[src/rtl/resp_trk_pkg.sv]
package resp_trk_pkg;

   typedef enum logic [1:0] {
      KIND_RDSZ = 2'b00,
      KIND_ATOM = 2'b01,
      KIND_NPWR = 2'b10,
      KIND_RSVD = 2'b11
   } req_kind_e;

   typedef enum logic [1:0] {
      ERR_NOTAG       = 2'd0,
      ERR_RD_FOR_WR   = 2'd1,
      ERR_DONE_FOR_RD = 2'd2,
      ERR_COUNT       = 2'd3
   } rsp_err_e;

   // Classes that are answered by a read response carrying data.
   function automatic logic expects_data(input logic [1:0] kind);
      return (kind == KIND_RDSZ) || (kind == KIND_ATOM);
   endfunction

endpackage

[src/rtl/rtt_tag_table.sv]
module rtt_tag_table #(
   parameter int NUM_TAGS = 32,
   parameter int TAG_W    = $clog2(NUM_TAGS),
   parameter int CNT_W    = 4
) (
   input  logic                clk,
   input  logic                rst_n,
   input  logic                alloc_en,
   input  logic [TAG_W-1:0]    alloc_tag,
   input  logic [1:0]          alloc_kind,
   input  logic [CNT_W-1:0]    alloc_cnt,
   input  logic                retire_en,
   input  logic [TAG_W-1:0]    retire_tag,
   input  logic                flush_clr_en,
   input  logic [TAG_W-1:0]    flush_clr_tag,
   input  logic [TAG_W-1:0]    lookup_tag,
   output logic [NUM_TAGS-1:0] busy_vec,
   output logic                lk_busy,
   output logic [1:0]          lk_kind,
   output logic [CNT_W-1:0]    lk_cnt,
   output logic [1:0]          fl_kind
);

   logic [1:0]       kind_q [NUM_TAGS];
   logic [CNT_W-1:0] cnt_q  [NUM_TAGS];

   for (genvar t = 0; t < NUM_TAGS; t++) begin : g_entry
      logic set_t, clr_t;
      assign set_t = alloc_en && (alloc_tag == TAG_W'(t));
      assign clr_t = (retire_en && (retire_tag == TAG_W'(t))) ||
                     (flush_clr_en && (flush_clr_tag == TAG_W'(t)));

      always_ff @(posedge clk) begin
         if (!rst_n) begin
            busy_vec[t] <= 1'b0;
            kind_q[t]   <= '0;
            cnt_q[t]    <= '0;
         end else if (set_t) begin
            busy_vec[t] <= 1'b1;
            kind_q[t]   <= alloc_kind;
            cnt_q[t]    <= alloc_cnt;
         end else if (clr_t) begin
            busy_vec[t] <= 1'b0;
         end
      end
   end

   assign lk_busy = busy_vec[lookup_tag];
   assign lk_kind = kind_q[lookup_tag];
   assign lk_cnt  = cnt_q[lookup_tag];
   assign fl_kind = kind_q[flush_clr_tag];

endmodule

[src/rtl/rtt_rsp_check.sv]
module rtt_rsp_check
   import resp_trk_pkg::*;
#(
   parameter int CNT_W = 4
) (
   input  logic             is_read,
   input  logic [CNT_W-1:0] rsp_cnt,
   input  logic             lk_busy,
   input  logic [1:0]       lk_kind,
   input  logic [CNT_W-1:0] lk_cnt,
   output logic             ok,
   output logic             err,
   output logic [1:0]       code
);

   always_comb begin
      ok   = 1'b0;
      err  = 1'b0;
      code = ERR_NOTAG;
      if (!lk_busy) begin
         err  = 1'b1;
         code = ERR_NOTAG;
      end else if (expects_data(lk_kind)) begin
         if (!is_read) begin
            err  = 1'b1;
            code = ERR_DONE_FOR_RD;
         end else if (rsp_cnt != lk_cnt) begin
            err  = 1'b1;
            code = ERR_COUNT;
         end else begin
            ok = 1'b1;
         end
      end else if (is_read) begin
         err  = 1'b1;
         code = ERR_RD_FOR_WR;
      end else begin
         ok = 1'b1;
      end
   end

endmodule

[src/rtl/rtt_flush_seq.sv]
module rtt_flush_seq #(
   parameter int NUM_TAGS = 32,
   parameter int TAG_W    = $clog2(NUM_TAGS)
) (
   input  logic                clk,
   input  logic                rst_n,
   input  logic                start,
   input  logic [NUM_TAGS-1:0] busy_vec,
   input  logic                ready,
   output logic                active,
   output logic                valid,
   output logic [TAG_W-1:0]    tag,
   output logic                clr_en
);

   logic                found;
   logic [NUM_TAGS-1:0] clr_mask;
   logic [NUM_TAGS-1:0] remaining;

   // Lowest busy tag wins: scan downward so the last hit is the smallest.
   always_comb begin
      found = 1'b0;
      tag   = '0;
      for (int i = NUM_TAGS - 1; i >= 0; i--) begin
         if (busy_vec[i]) begin
            found = 1'b1;
            tag   = TAG_W'(i);
         end
      end
   end

   assign valid     = active && found;
   assign clr_en    = valid && ready;
   assign clr_mask  = clr_en ? (NUM_TAGS'(1) << tag) : '0;
   assign remaining = busy_vec & ~clr_mask;

   always_ff @(posedge clk) begin
      if (!rst_n)
         active <= 1'b0;
      else if (start)
         active <= 1'b1;
      else if (active && (remaining == '0))
         active <= 1'b0;
   end

endmodule

[src/rtl/resp_tag_tracker.sv]
module resp_tag_tracker
   import resp_trk_pkg::*;
#(
   parameter int NUM_TAGS = 32,
   parameter int TAG_W    = $clog2(NUM_TAGS),
   parameter int CNT_W    = 4,
   parameter bit REG_IRQ  = 1'b1
) (
   input  logic                clk,
   input  logic                rst_n,
   input  logic                req_valid,
   input  logic [TAG_W-1:0]    req_tag,
   input  logic [1:0]          req_kind,
   input  logic [CNT_W-1:0]    req_count,
   input  logic                rsp_valid,
   input  logic [TAG_W-1:0]    rsp_tag,
   input  logic                rsp_is_read,
   input  logic [CNT_W-1:0]    rsp_count,
   input  logic                cfg_fatal_en,
   input  logic                cfg_nonfatal_en,
   input  logic                chain_fail,
   input  logic                flush_ready,
   output logic [NUM_TAGS-1:0] busy_vec,
   output logic                rsp_done,
   output logic                rsp_err,
   output logic [1:0]          rsp_err_code,
   output logic                err_log,
   output logic                irq_fatal,
   output logic                irq_nonfatal,
   output logic                flush_valid,
   output logic [TAG_W-1:0]    flush_tag,
   output logic [1:0]          flush_kind
);

   if (NUM_TAGS < 2) begin : g_bad_tags
      $error("resp_tag_tracker: NUM_TAGS must be at least 2");
   end
   if ((1 << TAG_W) < NUM_TAGS) begin : g_bad_tagw
      $error("resp_tag_tracker: TAG_W too narrow for NUM_TAGS");
   end
   if (CNT_W < 1) begin : g_bad_cnt
      $error("resp_tag_tracker: CNT_W must be at least 1");
   end

   logic             fl_active, fl_clr_en;
   logic             quiet;
   logic             alloc_en, rsp_take, retire_en;
   logic             lk_busy;
   logic [1:0]       lk_kind;
   logic [CNT_W-1:0] lk_cnt;
   logic             chk_ok, chk_err;
   logic [1:0]       chk_code;

   // Traffic is frozen in the chain-fail cycle and for the whole flush.
   assign quiet     = chain_fail || fl_active;
   assign alloc_en  = req_valid && !quiet && !busy_vec[req_tag];
   assign rsp_take  = rsp_valid && !quiet;
   assign retire_en = rsp_take && chk_ok;

   rtt_tag_table #(.NUM_TAGS(NUM_TAGS), .TAG_W(TAG_W), .CNT_W(CNT_W)) u_table (
      .clk          (clk),
      .rst_n        (rst_n),
      .alloc_en     (alloc_en),
      .alloc_tag    (req_tag),
      .alloc_kind   (req_kind),
      .alloc_cnt    (req_count),
      .retire_en    (retire_en),
      .retire_tag   (rsp_tag),
      .flush_clr_en (fl_clr_en),
      .flush_clr_tag(flush_tag),
      .lookup_tag   (rsp_tag),
      .busy_vec     (busy_vec),
      .lk_busy      (lk_busy),
      .lk_kind      (lk_kind),
      .lk_cnt       (lk_cnt),
      .fl_kind      (flush_kind)
   );

   rtt_rsp_check #(.CNT_W(CNT_W)) u_check (
      .is_read(rsp_is_read),
      .rsp_cnt(rsp_count),
      .lk_busy(lk_busy),
      .lk_kind(lk_kind),
      .lk_cnt (lk_cnt),
      .ok     (chk_ok),
      .err    (chk_err),
      .code   (chk_code)
   );

   rtt_flush_seq #(.NUM_TAGS(NUM_TAGS), .TAG_W(TAG_W)) u_flush (
      .clk     (clk),
      .rst_n   (rst_n),
      .start   (chain_fail),
      .busy_vec(busy_vec),
      .ready   (flush_ready),
      .active  (fl_active),
      .valid   (flush_valid),
      .tag     (flush_tag),
      .clr_en  (fl_clr_en)
   );

   logic err_now;
   assign err_now = rsp_take && chk_err;

   always_ff @(posedge clk) begin
      if (!rst_n) begin
         rsp_done     <= 1'b0;
         rsp_err      <= 1'b0;
         rsp_err_code <= '0;
         err_log      <= 1'b0;
      end else begin
         rsp_done <= retire_en;
         rsp_err  <= err_now;
         if (err_now) begin
            rsp_err_code <= chk_code;
            err_log      <= 1'b1;
         end
      end
   end

   if (REG_IRQ) begin : g_irq_reg
      always_ff @(posedge clk) begin
         if (!rst_n) begin
            irq_fatal    <= 1'b0;
            irq_nonfatal <= 1'b0;
         end else begin
            irq_fatal    <= err_now && cfg_fatal_en;
            irq_nonfatal <= err_now && cfg_nonfatal_en;
         end
      end
   end else begin : g_irq_comb
      // Derived from the registered error pulse, so timing matches rsp_err.
      logic fat_en_q, nf_en_q;
      always_ff @(posedge clk) begin
         if (!rst_n) begin
            fat_en_q <= 1'b0;
            nf_en_q  <= 1'b0;
         end else begin
            fat_en_q <= cfg_fatal_en;
            nf_en_q  <= cfg_nonfatal_en;
         end
      end
      assign irq_fatal    = rsp_err && fat_en_q;
      assign irq_nonfatal = rsp_err && nf_en_q;
   end

endmodule

[config.mk]
export PLATFORM = sky130hd
export DESIGN_NAME = resp_tag_tracker
export DESIGN_NICKNAME = d
export VERILOG_FILES = /design/src/rtl/resp_trk_pkg.sv /design/src/rtl/rtt_tag_table.sv /design/src/rtl/rtt_rsp_check.sv /design/src/rtl/rtt_flush_seq.sv /design/src/rtl/resp_tag_tracker.sv
export SDC_FILE = /design/constraint.sdc
export NUM_CORES = 1
export LEC_CHECK = 0
export BUFFER_PORTS_ARGS = -buffer_cell sky130_fd_sc_hd__buf_2
export CAP_MARGIN = 20
export CORE_MARGIN = 1.5
export CORE_UTILIZATION = 50
export CTS_BUF_LIST = sky130_fd_sc_hd__clkbuf_4 sky130_fd_sc_hd__clkbuf_8 sky130_fd_sc_hd__clkbuf_16
export DETAILED_ROUTE_END_ITERATION = 6
export MAX_ROUTING_LAYER = met4
export PLACE_DENSITY = 0.68
export SETUP_SLACK_MARGIN = 0.05
export SKIP_CTS_REPAIR_TIMING = 1
export SLEW_MARGIN = 10
export SYNTH_ARGS = -nofsm -noshare
export SYNTH_HDL_FRONTEND = slang
export SYNTH_SLANG_ARGS = --single-unit
export TNS_END_PERCENT = 100
[constraint.sdc]
create_clock -name clk -period 5.7 [get_ports clk]
set_input_delay 0.57 -clock clk [delete_from_list [all_inputs] [get_ports clk]]
set_output_delay 0.57 -clock clk [all_outputs]
set_load 0.02 [all_outputs]
==> reports/metrics.yaml, run 1 <==
startpoint_type: "register"
pin_count_of_the_biggest_net_entering_global_routing: 73
timing_worst_slew_pin_value_ps: 1110
grt_setup_unrepaired: "no"
placement.io_buffers: 75
switching_share_pct: 25.6
postSynthCellCount: 1159
row_count: 58
synthesis.nets: 1188
power.sequential.fraction_pct: 47.9
clock_path_buffers: 3
synth_warnings: 0
postRouteWirelength_um: 44800
initial_antenna_violation_count: 0
post-route-drc-count: 12
first_iter_violations: 1506
max_slew_margin_pct: 25.8
hold_start: "cfg_nonfatal_en"
intPower_mw: 2.97
max_cap_violations: 0
grt_first_pass_wirelength_um: 65000
fp.dieH_um: 164
clockRootBuffer: "clkbuf_16"
hold_violations: 0
p_per_area_mw_per_mm2: 275
finalCritPeriodShare_pct: 83.0
ys_seq_elements: 232
synth_edf_count: 192
syn_to_final_growth_pct: 11.7
power_leakage_nw: 5.93
critical_r2r_launch: "u_table.busy_vec[14]$_SDFFE_PN0P_"
share_of_the_synthesized_area_in_the_top_cell_type_pct: 44.4
critical_path_required_ps: 5130
cp_cell_sequence: "inv_1 -> a21oi_1 -> o311a_1 -> nand3_1 -> a21oi_2 -> buf_4 -> mux2_2 -> a221oi_1 -> o211a_1 -> a21oi_1 -> buf_2"
worstPathMaxFanout: 11
htreeDepth: 1
cp.arrival_ps: 4160
outcome: "finished, violations left"
post_drt_via_cell_ratio: 6.82
violations: "design-rule violations"
timing.critical_path.max_delay_family: "compound AO/OA/AOI/OAI gates"
clock_latency_ps: 550
clock_power_share_pct: 40.9
critPathBufInv: 3
gr-total-overflow: 0
crit_top_cell: "a21oi_1"
synth_top_flop_cell: "edfxtp_1"
floorplan.initialDensity_pct: 51.3
fraction_of_layout_instances_using_a_drive_strength_above_1_pct: 19.6
design.portCount: 76
cts_buffers: 26
final_cell_mix: "edfxtp_1, and3_1, nand2_1, buf_2, and2_1"
worstSetupEndpointType: "output pin"
setup_tns_ps: 0
holdCritPathClass: "input pin to register"
netlist_top_cells_area: "edfxtp_1, and3_1, mux4_2, dfxtp_1, mux2i_1"
synth.largest_area_cell: "edfxtp_1"
syn_area_per_cell_um2: 11.2
hold_ws_ps: 235
route.antenna.remaining_nets: 0
numClockSinks: 232
slowest_stage: "a21oi_2"
layout_commonest_cell: "edfxtp_1"
finalNetCount: 1236
tritoncts: "yes"
hpwl_um: 31600
net-switching-power_mw: 1.02
worst-setup-path-type: "register to output pin"
synth-seq-area-share_pct: 50.5
gp_routability_congestion: 0.997
dieWidth_um: 164
async_reset_ff_share_pct: 0
timing_max_transition_violations_final: 0
drt-wirelength-per-cell_um: 28.8
fmaxAchievable_mhz: 211
grt_usage_pct: 34.4
irDropWorstVdd_v: 0.000242
report.final.setup_viol: 0
core_area_mm2: 0.0253
syn_area_mm2: 0.0130
critical_path.max_stage_delay_ps: 700
vias_in_the_first_global_route: 9849
fin_crit_ps: 4730
worst_setup_path_startpoint: "u_table.busy_vec[11]$_SDFFE_PN0P_"
final.setup_skew_ps: 24.7
yosysUniqueCellTypes: 82
clk_transition_reported_paths_ps: 60
power.combinational.fraction_pct: 11.2
drt-pass1-iter-count: 7
detailroute.via_count: 10600
die_area_mm2: 0.0270
path summary, 6_finish.rpt:
path                            slack [ps]  cells after the start                          end
worst max register to register        1370                     11  u_flush.active$_SDFFE_PN0P_
worst max-delay path                   970                     11                flush_kind[1]
worst min-delay path                   230                      2      irq_nonfatal$_SDFF_PN0_
worst min register to register         460                      1         err_log$_SDFFE_PN0P_
layer usage:
metal | share of wire (%) | routed length, um | vias to the layer above | GRT usage, %
met5 | 0 | 0 | - | -
met4 | 3.1 | 1400 | 0 | 9.67
met3 | 10 | 4500 | 107 | 6.82
met2 | 46 | 20700 | 671 | 52.6
met1 | 41 | 18200 | 5269 | 46.7
li1 | - | - | 4558 | -
power by group through the flow:
stage	clock, mW	combinational [mW]	sequential [mW]
5_1_grt	1.70	0.465	1.92
2_1_floorplan	0	0.273	1.94
3_3_place_gp	0	0.428	1.95
6_report	1.63	0.446	1.91
3_5_place_dp	0	0.431	1.95
4_1_cts	1.64	0.433	1.91
kinds of logic (layout without fill, tap and decap cells):
kind of cell,count (synthesis),after routing,synth area share (%)
DFF,232,232,50.5
xor gates and xnor gates,4,4,0.327
AOI/OAI and AO/OA,239,239,12.7
muxes,104,104,11.7
and+or+nand+nor,464,464,20.4
other,0,2,0
buffers and inverters,116,180,4.31
registers in the layout, indices dropped and copies added, names as in the netlist:
signal            cells
u_flush.active        1
irq_fatal             1
u_table.kind_q       64
rsp_err               1
u_table.busy_vec     32
irq_nonfatal          1
rsp_err_code          2
u_table.cnt_q       128
rsp_done              1
err_log               1
metrics by stage:
stage          std cells  utilization (%)  area, um2  total power, mW  worst slack (ps)
3_3_place_gp        1502             53.8      13600             2.37               727
5_1_grt             1553             57.3      14500             4.08               885
6_report            1555             57.3      14500             3.99               969
4_1_cts             1548             57.1      14500             3.98              1100
2_1_floorplan       1159                -      13000             2.21              2340
3_5_place_dp        1504             53.9      13700             2.38               883
cell usage after synthesis, types with 4 or more instances:
cell	instances
a211oi_1	4
a21o_1	5
a21oi_1	39
a221oi_1	10
a22oi_1	26
a31oi_1	7
a32oi_1	4
and2_1	65
and3_1	142
buf_2	13
buf_4	9
buf_6	9
clkbuf_1	62
clkbuf_2	6
dfxtp_1	40
edfxtp_1	192
inv_1	13
mux2i_1	63
mux4_2	38
nand2_1	87
nand2b_1	11
nand3_1	21
nand4_1	10
nor2_1	47
nor2b_1	10
nor3_1	23
nor4_1	13
o211ai_1	6
o21a_1	14
o21ai_0	57
o22ai_1	4
o31ai_1	23
or4_1	6
area by class of cell:
cell class                      count  area (um2)
Clock buffer                       30         681
Fill cell                        2168       10800
Sequential cell                   232        6570
Inverter                           15        56.3
Multi-Input combinational cell    811        5900
Clock inverter                     14         141
Tap cell                          330         413
Timing Repair Buffer              121         748
Antenna cell                        2        5.00
Note: power is estimated with default switching activity, not from simulation.
==> run 2: changes to the inputs <==
--- a/config.mk
+++ b/config.mk
@@ -12,7 +12,7 @@
 export CTS_BUF_LIST = sky130_fd_sc_hd__clkbuf_4 sky130_fd_sc_hd__clkbuf_8 sky130_fd_sc_hd__clkbuf_16
 export DETAILED_ROUTE_END_ITERATION = 6
 export MAX_ROUTING_LAYER = met4
-export PLACE_DENSITY = 0.68
+export PLACE_DENSITY = 0.7
 export SETUP_SLACK_MARGIN = 0.05
 export SKIP_CTS_REPAIR_TIMING = 1
 export SLEW_MARGIN = 10
==> constraint.sdc (replaced) <==
create_clock -name clk -period 4.35 [get_ports clk]
set_input_delay 0.435 -clock clk [delete_from_list [all_inputs] [get_ports clk]]
set_output_delay 0.435 -clock clk [all_outputs]
set_load 0.02 [all_outputs]
==> run 2 against run 1 <==
Net effect: the run ends with design-rule violations, negative setup slack left; critical path type unchanged; utilization grew 1.5 points; highest routed layer unchanged; sequential power is 31% higher; sequential share of layout area is 1.1 points lower.
==> reports/metrics.yaml, run 2 (same netlist as run 1, synthesis figures left out) <==
clk_transition_reported_paths_ps: 60  # about the same
row_count: 58  # unchanged
worstPathMaxFanout: 8  # -3
layout_commonest_cell: "edfxtp_1"
holdCritPathClass: "input pin to register"
worst_setup_path_startpoint: "u_table.busy_vec[9]$_SDFFE_PN0P_"
core_area_mm2: 0.0253  # unchanged
htreeDepth: 1  # unchanged
groute.layer.met1.usage_pct: 47.0  # +0.26 points
grt_usage_pct: 34.2  # -0.20 points
startpoint_type: "register"
top_register: "u_table.cnt_q"
met3_usage_pct: 7.98  # +1.2 points
drt-pass1-iter-count: 7  # unchanged
hold_start: "cfg_nonfatal_en"
gr-max-usage-layer: "met2"
hold_ws_ps: 110  # -125 ps
placement.io_buffers: 75  # unchanged
use_met2_pct: 51.3  # -1.3 points
p_per_area_mw_per_mm2: 353  # +28%
critical_r2r_launch: "u_table.busy_vec[14]$_SDFFE_PN0P_"
irDropWorstVdd_v: 0.000318  # +31%
power_leakage_nw: 6.18  # +4.2%
tritoncts: "yes"
floorplan.initialDensity_pct: 51.3  # unchanged
post-route-util_pct: 58.8  # +1.5 points
max_cap_violations: 0  # unchanged
reg_top3: "u_table.cnt_q x128, u_table.kind_q x64, u_table.busy_vec x32"
post-route-drc-count: 12  # unchanged
post_drt_via_cell_ratio: 6.74  # -1.2%
final.setup_skew_ps: 13.4  # -11.3 ps
die_area_mm2: 0.0270  # unchanged
grt_first_pass_wirelength_um: 65300  # +0.46%
route.antenna.remaining_nets: 0  # unchanged
gr-total-overflow: 0  # unchanged
postLayoutSetupSlackWorst_ps: -93.3  # -1060 ps
first_iter_violations: 1621  # +7.6%
hpwl_um: 31500  # -0.14%
hold_violations: 0  # unchanged
gp_routability_congestion: 1.03  # +3.6%
critical_path_required_ps: 3910  # -1220 ps
clock_path_buffers: 3  # unchanged
setup_tns_ps: -93.3  # -93.3 ps
report.final.setup_viol: 1  # +1
flip_flop_count_of_the_largest_register_all_copies_and_words_added: 128  # unchanged
fmaxAchievable_mhz: 225
instances_no_fill: 1605  # +3.2%
initial_antenna_violation_count: 2  # +2
finalCritPeriodShare_pct: 102
worstSetupEndpointType: "output pin"
fin_crit_ps: 4440
timing_max_transition_violations_final: 0  # unchanged
fraction_of_layout_instances_using_a_drive_strength_above_1_pct: 23.1  # +3.4 points
timing_worst_slew_pin_value_ps: 1180  # +78.5 ps
final_cell_mix: "edfxtp_1, and3_1, buf_4, nand2_1, buf_2"
cp.arrival_ps: 4010  # -150 ps
layout.cell_area.non_filler_mm2: 0.0149  # +2.6%
regToRegSetupSlack_ps: 590  # -780 ps
vias_in_the_first_global_route: 10100  # +2.3%
numClockSinks: 232  # unchanged
pin_count_of_the_biggest_net_entering_global_routing: 79  # +8.2%
dieWidth_um: 164  # unchanged
critical_path.max_stage_delay_ps: 710  # about the same
sum_of_internal_switching_and_leakage_power_mw: 5.25  # +32%
postRouteWirelength_um: 44600  # -0.31%
place_inst: 1556  # +3.5%
cp_cell_sequence: "nor4_1 -> and2_1 -> a211oi_4 -> and2_1 -> a22o_1 -> a211oi_1 -> o21ai_0 -> a211oi_1 -> a31oi_1 -> buf_2"
max_slew_margin_pct: 20.6  # -5.2 points
placement.cell_area_mm2: 0.0140  # +2.8%
slowest_stage: "nor4_1"
syn_to_final_growth_pct: 14.6
grt_setup_unrepaired: "yes"
clock_latency_ps: 540  # about the same
design.portCount: 76  # unchanged
worst-setup-path-type: "register to output pin"
finalNetCount: 1284  # +3.9%
clockRootBuffer: "clkbuf_16"
multiInputGateArea_mm2: 0.00592  # +0.28%
diodes: 0  # -2
detailroute.via_count: 10800  # +1.9%
fp.dieH_um: 164  # unchanged
violations: "design-rule violations, negative setup slack"
register_area_mm2: 0.00657  # unchanged
drt-wirelength-per-cell_um: 27.8  # -3.4%
dp_worst_setup_slack_ps: 459  # -424 ps
outcome: "finished, violations left"
cts_buffers: 26  # unchanged
nFillCells: 2143  # -1.2%
-- run 2: per-layer routing --
metal	vias up	wire length [um]
li1	4653	-
met1	5292	17500
met2	759	20500
met3	107	5440
met4	0	1210
met5	-	0
-- run 2: path summary, 6_finish.rpt --
path / to / cells after the start
max: flush_kind[0] / 10
min: irq_nonfatal$_SDFF_PN0_ / 2
max reg2reg: u_flush.active$_SDFFE_PN0P_ / 10
min reg2reg: err_log$_SDFFE_PN0P_ / 1
-- run 2: cell type report --
type | instances | area share (%)
Clock inverter | 13 | 0.588
Inverter | 15 | 0.378
Timing Repair Buffer | 169 | 7.43
Multi-Input combinational cell | 811 | 39.7
Clock buffer | 35 | 4.98
Tap cell | 330 | 2.77
Sequential cell | 232 | 44.1
-- run 2: critical path: cells and delay by family (launching register included) --
kind / cells / cell delay, ps
AOI/OAI and AO/OA: 6 / 1510
and+or+nand+nor: 3 / 1350
DFF: 1 / 400
buffers and inverters: 1 / 200
-- run 2: power breakdown --
group	total [mW]	switching, mW	internal, mW	leakage (nW)
Sequential	2.50	0.0323	2.47	2.30
Combinational	0.609	0.406	0.204	3.47
Clock	2.14	0.891	1.25	0.412
Total	5.25	1.33	3.92	6.18
